### config.mk
export PLATFORM = sky130hd
export DESIGN_NAME = dual_dac_ctrl
export DESIGN_NICKNAME = d
export VERILOG_FILES = /design/src/rtl/dac_ctrl_pkg.sv /design/src/rtl/dac_sync.sv /design/src/rtl/dac_serial_rx.sv /design/src/rtl/dac_cmd_decode.sv /design/src/rtl/dac_channel.sv /design/src/rtl/dual_dac_ctrl.sv
export SDC_FILE = /design/constraint.sdc
export NUM_CORES = 1
export LEC_CHECK = 0
export BUFFER_PORTS_ARGS = -buffer_cell sky130_fd_sc_hd__buf_4
export CORE_ASPECT_RATIO = 0.7
export CORE_MARGIN = 2
export CORE_UTILIZATION = 41
export DETAILED_ROUTE_END_ITERATION = 10
export PLACE_DENSITY = 0.58
export SYNTH_ARGS = -nofsm -noshare
export SYNTH_HDL_FRONTEND = slang
export SYNTH_SLANG_ARGS = --single-unit
### constraint.sdc
create_clock -name clk_i -period 3 [get_ports clk_i]
set_input_delay 0.15 -clock clk_i [delete_from_list [all_inputs] [get_ports clk_i]]
set_output_delay 0.15 -clock clk_i [all_outputs]
set_load 0.05 [all_outputs]
### src/rtl/dac_ctrl_pkg.sv
package dac_ctrl_pkg;
  localparam int unsigned NUM_CH = 2;
  localparam int unsigned OP_W   = 3;

  typedef struct packed {
    logic wr_in;    // write staging from payload
    logic upd;      // output <= staging (after write), wakes channel
    logic shut;     // disable channel
    logic term_we;
    logic term_val;
  } chan_cmd_t;

  typedef struct packed {
    chan_cmd_t [NUM_CH-1:0] ch;   // [0] = A, [1] = B
    logic                   bias_off;
  } dac_cmd_t;
endpackage

### src/rtl/dac_sync.sv
module dac_sync #(
  parameter int unsigned   W       = 1,
  parameter logic [W-1:0]  RST_VAL = '0
) (
  input  logic         clk_i,
  input  logic         rst_ni,
  input  logic [W-1:0] d_i,
  output logic [W-1:0] q_o
);
  logic [W-1:0] s1_q, s2_q;

  always_ff @(posedge clk_i or negedge rst_ni) begin
    if (!rst_ni) begin
      s1_q <= RST_VAL;
      s2_q <= RST_VAL;
    end else begin
      s1_q <= d_i;
      s2_q <= s1_q;
    end
  end

  assign q_o = s2_q;
endmodule

### src/rtl/dac_serial_rx.sv
module dac_serial_rx #(
  parameter int unsigned FRAME_W = 16
) (
  input  logic               clk_i,
  input  logic               rst_ni,
  input  logic               cs_n_i,
  input  logic               sck_i,
  input  logic               sdi_i,
  output logic               frame_vld_o,
  output logic [FRAME_W-1:0] frame_o,
  output logic               frame_err_o
);
  localparam int unsigned CNT_MAX = FRAME_W + 1;
  localparam int unsigned CNT_W   = $clog2(CNT_MAX + 1);

  logic               sck_q, cs_q, err_q;
  logic [CNT_W-1:0]   cnt_q;
  logic [FRAME_W-1:0] sh_q;
  logic               sck_rise, cs_rise, good;

  assign sck_rise = sck_i & ~sck_q;
  assign cs_rise  = cs_n_i & ~cs_q;
  assign good     = cs_rise && (cnt_q == CNT_W'(FRAME_W)) && !sh_q[0];

  always_ff @(posedge clk_i or negedge rst_ni) begin
    if (!rst_ni) begin
      sck_q <= 1'b0;
      cs_q  <= 1'b1;
      cnt_q <= '0;
      sh_q  <= '0;
      err_q <= 1'b0;
    end else begin
      sck_q <= sck_i;
      cs_q  <= cs_n_i;
      err_q <= cs_rise && !good;
      if (cs_n_i) begin
        cnt_q <= '0;
      end else if (sck_rise) begin
        sh_q <= {sh_q[FRAME_W-2:0], sdi_i};
        if (cnt_q != CNT_W'(CNT_MAX)) cnt_q <= cnt_q + 1'b1;
      end
    end
  end

  assign frame_vld_o = good;
  assign frame_o     = sh_q;
  assign frame_err_o = err_q;
endmodule

### src/rtl/dac_cmd_decode.sv
module dac_cmd_decode
  import dac_ctrl_pkg::*;
#(
  parameter int unsigned CODE_W  = 12,
  parameter int unsigned FRAME_W = OP_W + CODE_W + 1
) (
  input  logic [FRAME_W-1:0] frame_i,
  output dac_cmd_t           cmd_o,
  output logic [CODE_W-1:0]  data_o
);
  logic [OP_W-1:0]   op;
  logic [CODE_W-1:0] d;
  logic [2:0]        sub;

  assign op     = frame_i[FRAME_W-1 -: OP_W];
  assign d      = frame_i[FRAME_W-OP_W-1 -: CODE_W];
  assign sub    = d[CODE_W-1 -: 3];
  assign data_o = d;

  always_comb begin
    cmd_o = '0;
    unique case (op)
      3'b010: cmd_o.ch[0].wr_in = 1'b1;
      3'b101: cmd_o.ch[1].wr_in = 1'b1;
      3'b001: begin
        cmd_o.ch[0].wr_in = 1'b1;
        cmd_o.ch[0].upd   = 1'b1;
        cmd_o.ch[1].upd   = 1'b1;
      end
      3'b110: begin
        cmd_o.ch[1].wr_in = 1'b1;
        cmd_o.ch[0].upd   = 1'b1;
        cmd_o.ch[1].upd   = 1'b1;
      end
      3'b011: begin
        for (int i = 0; i < NUM_CH; i++) begin
          cmd_o.ch[i].wr_in = 1'b1;
          cmd_o.ch[i].upd   = 1'b1;
        end
      end
      3'b100: begin
        cmd_o.ch[0].upd = 1'b1;
        cmd_o.ch[1].upd = 1'b1;
      end
      3'b111: begin
        for (int i = 0; i < NUM_CH; i++) begin
          cmd_o.ch[i].shut    = 1'b1;
          cmd_o.ch[i].term_we = 1'b1;
        end
        cmd_o.ch[0].term_val = d[CODE_W-1];
        cmd_o.ch[1].term_val = d[CODE_W-2];
      end
      default: begin // extended opcode 000
        case (sub)
          3'b001: cmd_o.ch[0].upd = 1'b1;
          3'b101: cmd_o.ch[1].upd = 1'b1;
          3'b011: begin
            cmd_o.bias_off = 1'b1;
            for (int i = 0; i < NUM_CH; i++) begin
              cmd_o.ch[i].shut    = 1'b1;
              cmd_o.ch[i].term_we = 1'b1;
            end
            cmd_o.ch[0].term_val = d[CODE_W-4];
            cmd_o.ch[1].term_val = d[CODE_W-5];
          end
          3'b110: begin
            cmd_o.ch[0].shut     = 1'b1;
            cmd_o.ch[0].term_we  = 1'b1;
            cmd_o.ch[0].term_val = d[CODE_W-4];
          end
          3'b111: begin
            cmd_o.ch[1].shut     = 1'b1;
            cmd_o.ch[1].term_we  = 1'b1;
            cmd_o.ch[1].term_val = d[CODE_W-4];
          end
          default: ;
        endcase
      end
    endcase
  end
endmodule

### src/rtl/dac_channel.sv
module dac_channel
  import dac_ctrl_pkg::*;
#(
  parameter int unsigned CODE_W = 12
) (
  input  logic              clk_i,
  input  logic              rst_ni,
  input  logic              cmd_vld_i,
  input  chan_cmd_t         cmd_i,
  input  logic [CODE_W-1:0] data_i,
  input  logic              load_i,
  output logic [CODE_W-1:0] code_o,
  output logic              en_o,
  output logic              term_hi_o
);
  logic [CODE_W-1:0] in_q, in_nxt, dac_q;
  logic              en_q, term_q;

  assign in_nxt = (cmd_vld_i && cmd_i.wr_in) ? data_i : in_q;

  always_ff @(posedge clk_i or negedge rst_ni) begin
    if (!rst_ni) begin
      in_q   <= '0;
      dac_q  <= '0;
      en_q   <= 1'b1;
      term_q <= 1'b1;
    end else begin
      in_q <= in_nxt;
      if ((cmd_vld_i && cmd_i.upd) || load_i) dac_q <= in_nxt;
      if (cmd_vld_i && cmd_i.upd)       en_q <= 1'b1;
      else if (cmd_vld_i && cmd_i.shut) en_q <= 1'b0;
      if (cmd_vld_i && cmd_i.term_we) term_q <= cmd_i.term_val;
    end
  end

  assign code_o    = dac_q;
  assign en_o      = en_q;
  assign term_hi_o = term_q;
endmodule

### src/rtl/dual_dac_ctrl.sv
module dual_dac_ctrl
  import dac_ctrl_pkg::*;
#(
  parameter int unsigned CODE_W = 12
) (
  input  logic              clk_i,
  input  logic              rst_ni,
  input  logic              spi_cs_ni,
  input  logic              spi_sck_i,
  input  logic              spi_sdi_i,
  input  logic              load_ni,
  output logic [CODE_W-1:0] code_a_o,
  output logic [CODE_W-1:0] code_b_o,
  output logic              en_a_o,
  output logic              en_b_o,
  output logic              term_hi_a_o,
  output logic              term_hi_b_o,
  output logic              bias_en_o,
  output logic              frame_err_o
);
  localparam int unsigned FRAME_W = OP_W + CODE_W + 1;

  logic [3:0]         pins_s;
  logic               cs_s, sck_s, sdi_s, load_act;
  logic               frame_vld;
  logic [FRAME_W-1:0] frame;
  dac_cmd_t           cmd;
  logic [CODE_W-1:0]  data;
  logic               bias_q, any_upd;

  logic [CODE_W-1:0]  code [NUM_CH];
  logic [NUM_CH-1:0]  en, term_hi;

  dac_sync #(.W(4), .RST_VAL(4'b1001)) u_sync (
    .clk_i (clk_i),
    .rst_ni(rst_ni),
    .d_i   ({spi_cs_ni, spi_sck_i, spi_sdi_i, load_ni}),
    .q_o   (pins_s)
  );
  assign {cs_s, sck_s, sdi_s} = pins_s[3:1];
  assign load_act = ~pins_s[0];

  dac_serial_rx #(.FRAME_W(FRAME_W)) u_rx (
    .clk_i      (clk_i),
    .rst_ni     (rst_ni),
    .cs_n_i     (cs_s),
    .sck_i      (sck_s),
    .sdi_i      (sdi_s),
    .frame_vld_o(frame_vld),
    .frame_o    (frame),
    .frame_err_o(frame_err_o)
  );

  dac_cmd_decode #(.CODE_W(CODE_W), .FRAME_W(FRAME_W)) u_dec (
    .frame_i(frame),
    .cmd_o  (cmd),
    .data_o (data)
  );

  for (genvar g = 0; g < NUM_CH; g++) begin : g_ch
    dac_channel #(.CODE_W(CODE_W)) u_ch (
      .clk_i    (clk_i),
      .rst_ni   (rst_ni),
      .cmd_vld_i(frame_vld),
      .cmd_i    (cmd.ch[g]),
      .data_i   (data),
      .load_i   (load_act),
      .code_o   (code[g]),
      .en_o     (en[g]),
      .term_hi_o(term_hi[g])
    );
  end

  assign any_upd = cmd.ch[0].upd | cmd.ch[1].upd;

  // Bias: off only by full power-down, back on by any wake
  always_ff @(posedge clk_i or negedge rst_ni) begin
    if (!rst_ni)                       bias_q <= 1'b1;
    else if (frame_vld && cmd.bias_off) bias_q <= 1'b0;
    else if (frame_vld && any_upd)      bias_q <= 1'b1;
  end

  assign code_a_o    = code[0];
  assign code_b_o    = code[1];
  assign en_a_o      = en[0];
  assign en_b_o      = en[1];
  assign term_hi_a_o = term_hi[0];
  assign term_hi_b_o = term_hi[1];
  assign bias_en_o   = bias_q;
endmodule

# Yosys cells after proc, flatten, opt, wreduce, memory -nomap -nowiden
# Index checks and enable logic that the tools add are counted.
# totals
ff_bits,85
input_bits,6
output_inout_bits,30
wordCells,92
# op_classes
addsub,1
n_eq_ne,14
mux,23
n_bitwise,7
reduce_logical,31
# ops
op,n
$mux W12,2
$eq A3 B3 Y1 const B,7
$pmux W3 S2,3
$mux W5,3
$logic_and A1 B1 Y1,13
$mux W1,12
$reduce_bool A2 Y1,5
$eq A3 B2 Y1 const B,3
$reduce_or A3 Y1,3
$reduce_or A7 Y1,1
$eq A3 B1 Y1 const B,2
$reduce_or A6 Y1,1
$add A5 B1 Y5 const B,1
$eq A5 B5 Y1 const B,1
$ne A5 B5 Y1 const B,1
$not A1 Y1,4
$pmux W1 S2,2
$reduce_and A2 Y1,2
$reduce_or A4 Y1,1
$mux W3,1
$and A1 B1 Y1,2
$logic_not A1 Y1,2
$logic_or A1 B1 Y1,2
$reduce_or A2 Y1,1
$or A1 B1 Y1,1

# Longest topological paths before layout
# depth
ltp_word,7
depth_mapped,7

# Modules after synthesis
# From an unflattened synthesis, not the netlist that was laid out.
# hier_totals
hier_cells,333
hier_area_um2,4045.1
# modules_own_cells
mod,n_inst,cells_per_inst,area_per_inst_um2
dac_channel,2,100,1201.2
dac_serial_rx,1,74,1054.8
dac_cmd_decode,1,46,336.6
dac_sync,1,8,205.2
dual_dac_ctrl,1,5,46.3

# Worst setup path after synthesis
# No wires, ideal clock.
# synth_timing
path_kind,register -> register
startpoint,reg u_sync.s2_q[3] (netlist: u_sync.q_o[3])
endpoint,reg g_ch[0].u_ch.dac_q[1]
setup_ns,0.128
arrival_ns,1.982
required_ns,2.872
slack_ns,0.891
path_stages_with_launch,7
period_less_slack_ns,2.109
cell_sequence,dfstp_2 > buf_2 > nand4bb_1 > nor4_4 > buf_8 > mux2_4 > mux2_1
# synth_between
elab_chain_len,5
word_cells_on_any_way,7
classes_between,mux (1); bitwise (1); reduce/logical (5)
# synth_rtl
item,line,rtl
start: declaration,dac_sync.sv:10,"logic [W-1:0] s1_q, s2_q;"
start signal: assignment,dac_sync.sv:18,s2_q <= s1_q;
$and A1 B1 Y1,dac_serial_rx.sv:22,assign cs_rise = cs_n_i & ~cs_q;
$logic_and A1 B1 Y1 (2 in series),dac_serial_rx.sv:23,assign good = cs_rise && (cnt_q == CNT_W'(FRAME_W)) && !sh_q[0];
$logic_and A1 B1 Y1,dac_channel.sv:19,assign in_nxt = (cmd_vld_i && cmd_i.wr_in) ? data_i : in_q;
$mux W12,dac_channel.sv:19,
named net g_ch[0].u_ch.in_nxt[1],dac_channel.sv:16,"logic [CODE_W-1:0] in_q, in_nxt, dac_q;"
end signal: assignment,dac_channel.sv:29,if ((cmd_vld_i && cmd_i.upd) || load_i) dac_q <= in_nxt;
end: declaration,dac_channel.sv:16,
# The timed path passes the listed nets, and every way through them passes these cells.
# A chain may end at the register's enable or synchronous reset.

# Final worst setup path
# layout_timing
startpoint,reg u_rx.cnt_q[2]
endpoint,reg g_ch[0].u_ch.dac_q[6]
# layout_between
elab_chain_len,5
word_cells_on_any_way,7
classes_between,eq/ne (1); mux (1); reduce/logical (5)
# layout_rtl
item,line,rtl
start: declaration,dac_serial_rx.sv:17,logic [CNT_W-1:0] cnt_q;
start signal: assignment,dac_serial_rx.sv:40,if (cnt_q != CNT_W'(CNT_MAX)) cnt_q <= cnt_q + 1'b1;
$eq A5 B5 Y1,dac_serial_rx.sv:23,
$logic_and A1 B1 Y1 (2 in series),dac_serial_rx.sv:23,
$logic_and A1 B1 Y1,dac_channel.sv:19,
$mux W12,dac_channel.sv:19,
named net g_ch[0].u_ch.in_nxt[6],dac_channel.sv:16,
# The timed path passes the listed nets, and every way through them passes these cells.

==> results.sh <==
export IMPL_htreeDepth=3
export IMPL_synth_cell_type_count=41
export IMPL_cp_start_kind="flop"
export IMPL_drcViolationCount=0
export IMPL_gp_congestion=0.814
export IMPL_io_pins=36
export IMPL_drv_cap=0
export IMPL_setup_viol=0
export IMPL_rows=28
export IMPL_p_leak_uw=0.00197
export IMPL_via_per_inst=5.14
export IMPL_path_class="flop to flop"
export IMPL_final_util=0.507
export IMPL_cp_slowest_cell="or3b_4"
export IMPL_slew_headroom=0.307
export IMPL_clkTransAtPathRegs_ps=60
export IMPL_fin_tns_setup_ps=0
export IMPL_cpPeakStageDelay_ps=510
export IMPL_ys_warn_count=0
export IMPL_grtUsageTotal=0.164
export IMPL_antenna_cells=0
export IMPL_n_fill_cell=743
export IMPL_endpoint_kind="flop"
export IMPL_synthFlopType="dfrtp_1"
export IMPL_status="completed"
export IMPL_post_cts_resized=0
export IMPL_worstMarginPinSlew_ps=1040
export IMPL_path_depth=5
export IMPL_clock_root_buffer="clkbuf_16"
export IMPL_grt_max_degree=86
export IMPL_nNetsFinal=318
export IMPL_io_buffers=35
export IMPL_r2r_setup_slack_ps=770
export IMPL_worstPathArrival_ps=2450
export IMPL_cellPowerDensity_nw_per_um2=568
export IMPL_start_util=0.424
export IMPL_rsz0062_at_grt="no"
export IMPL_final_hold_viol_count=0
export IMPL_rr_endpoint="g_ch[0].u_ch.code_o[6]$_DFFE_PN0P_"
export IMPL_firstDrtPassIters=5
export IMPL_reg2reg_depth=5
export IMPL_p_total_uw=2450
export IMPL_async_flop_share=1.00
export IMPL_dr_first_iter_drc_count=120
export IMPL_areaGrowthSynthToFinish_pct=19.5
export IMPL_grt_pass1_vias=2287
export IMPL_synth_fp_nets=277
export IMPL_dp_hpwl_mm=4.57
export IMPL_antenna_left=0
export IMPL_ctsLongestPathBuffers=2
export IMPL_die_w_um=116
export IMPL_peakVddDrop_uv=379
export IMPL_finalCriticalPeriod_ps=2230
export IMPL_final_layout_size_suffix_gt1_frac=0.369
export IMPL_required_ps=3220
export IMPL_r2r_start="u_rx.cnt_q[2]$_DFFE_PN0P_"
export IMPL_syn_avg_cell_area_sq_um=13.5
export IMPL_critPathMaxFanout=14
export IMPL_clock_skew_ps=4.40
export IMPL_dieArea_sq_um=9590
export IMPL_wl_per_cell_um=16.0
export IMPL_maxSlewViolCount=0
export IMPL_hold_path_class="input port to asynchronous set/reset pin"
export IMPL_synth_cells=268
export IMPL_cts_sinks=85
export IMPL_path_buf_inv=1
export IMPL_yosysSeqAreaShare=0.593
export IMPL_fin_crit_sh=0.744
export IMPL_cts_buffers=9
export IMPL_wl_mm=6.95
export IMPL_syn_area_sq_um=3610
export IMPL_grt_pass1_wl_mm=11.7
export IMPL_crit_start="u_rx.cnt_q[2]$_DFFE_PN0P_"
export IMPL_ys_seq_elements=85
export IMPL_die_h_um=82.5
export IMPL_cp_cell_sequence="or3b_4 > nor4_4 > buf_4 > mux2_4 > mux2_1"
export IMPL_critPathTopFamily="simple AND/OR/NAND/NOR gates"
export IMPL_grt_overflow=0
export IMPL_cp_endpoint="g_ch[0].u_ch.code_o[6]$_DFFE_PN0P_"
export IMPL_insertion_delay_ps=340
export IMPL_cts_tree="yes"
export IMPL_max_freq_ghz=0.448
export IMPL_fp_coreArea_sq_um=8510
export IMPL_vias=2230
export IMPL_synth_enable_flop_cells=0
export IMPL_antenna_found_initial=0
## metrics by stage
| stage | cells | hold slack [ps] | setup slack (ps) | cell area, sq um |
|---|---|---|---|---|
| floorplan | 268 | -146 | 891 | 3610 |
| global placement | 414 | 259 | 796 | 4000 |
| detailed placement | 414 | 259 | 728 | 4000 |
| CTS | 434 | 45.1 | 730 | 4320 |
| global route | 434 | 96.1 | 591 | 4320 |
| finish | 434 | 5.28 | 767 | 4320 |
## final cells by class
type	instances	area, sq um	area share
Sequential cell	85	2140	0.496
Inverter	5	18.8	0.00435
Multi-Input combinational cell	160	1360	0.315
Clock buffer	12	256	0.0594
Clock inverter	4	22.5	0.00522
Timing Repair Buffer	48	370	0.0858
Tap cell	120	150	0.0348
## flip-flops by register name (all words and copies together), names as in the netlist
name,flops
g_ch.u_ch.code_o,24
g_ch.u_ch.in_q,24
u_rx.frame_o,16
u_rx.cnt_q,5
u_sync.q_o,4
u_sync.s1_q,4
g_ch.u_ch.en_o,2
g_ch.u_ch.term_hi_o,2
bias_en_o,1
u_rx.cs_q,1
u_rx.frame_err_o,1
u_rx.sck_q,1
## metal layers
metal | track usage | vias up | share of wire
met2 | 0.232 | 47 | 0.41
li1 | - | 1061 | -
met4 | 0.0429 | 0 | 0.010
met3 | 0.0650 | 8 | 0.045
met1 | 0.237 | 1114 | 0.53
met5 | 0 | - | 0
## synth_stat cells, types with 2 or more instances
| cell type | number | area share |
|---|---|---|
| ha_1 | 3 | 0.010 |
| dfstp_2 | 10 | 0.073 |
| nand2_1 | 4 | 0.0042 |
| mux2_2 | 30 | 0.094 |
| mux2_4 | 10 | 0.042 |
| xor2_1 | 3 | 0.0073 |
| nor2_1 | 8 | 0.0083 |
| a21oi_1 | 2 | 0.0028 |
| o21ai_0 | 19 | 0.026 |
| inv_1 | 5 | 0.0052 |
| mux2_1 | 10 | 0.031 |
| nand3_1 | 15 | 0.021 |
| and3_1 | 2 | 0.0035 |
| o2bb2ai_1 | 2 | 0.0049 |
| nand2b_1 | 2 | 0.0035 |
| dfrtp_1 | 75 | 0.52 |
| mux2i_1 | 2 | 0.0055 |
| xnor2_1 | 3 | 0.0073 |
| o21ai_2 | 2 | 0.0049 |
| buf_4 | 3 | 0.0062 |
| buf_2 | 4 | 0.0055 |
| o211ai_1 | 24 | 0.050 |
| o21a_1 | 3 | 0.0062 |
| clkbuf_1 | 10 | 0.010 |
## layout by cell type (no fill, tap or decap), drive strengths merged, types with 3 or more instances in the layout
master | Yosys | routed
o211ai | 24 | 24
o21a | 3 | 3
ha | 3 | 3
o21ai | 21 | 21
dfstp | 10 | 10
xnor2 | 3 | 3
clkbuf | 10 | 12
nand3 | 15 | 15
dlygate4sd3 | 0 | 4
nor2 | 8 | 8
xor2 | 3 | 3
mux2 | 50 | 50
dfrtp | 75 | 75
inv | 5 | 5
clkinv | 0 | 3
buf | 8 | 44
nand2 | 4 | 4
## how the worst min path moves through the flow
| stage | start | endpoint | cells past startpoint |
|---|---|---|---|
| 2_1_floorplan | rst_ni | g_ch[0].u_ch.code_o[0]$_DFFE_PN0P_ | 0 |
| 3_3_place_gp | spi_sdi_i | u_sync.s1_q[1]$_DFF_PN0_ | 1 |
| 3_5_place_dp | load_ni | u_sync.s1_q[0]$_DFF_PN1_ | 1 |
| 4_1_cts | rst_ni | g_ch[1].u_ch.code_o[2]$_DFFE_PN0P_ | 1 |
| 5_1_grt | rst_ni | g_ch[1].u_ch.in_q[4]$_DFF_PN0_ | 1 |
| 6_report | rst_ni | g_ch[1].u_ch.code_o[4]$_DFFE_PN0P_ | 1 |
## power by group
group	switching [uW]	internal, uW
sequential	70.7	1210
combinational	65.4	71.9
clock	432	601
total	568	1880
## what timing repair did
| action | CTS | global route |
|---|---|---|
| buffers inserted | 0 | 0 |
| endpoints found under the hold margin | 4 | 0 |
| hold buffers | 4 | 0 |
## cell families after synthesis
logic type,share of synthesized area
muxes,0.172
AOI/OAI and AO/OA,0.106
DFF,0.593
adders and majority gates,0.0104
buffers and inverters,0.0315
and+or+nand+nor,0.0731
xor gates and xnor gates,0.0146
Note: power is estimated with default switching activity, not from simulation.
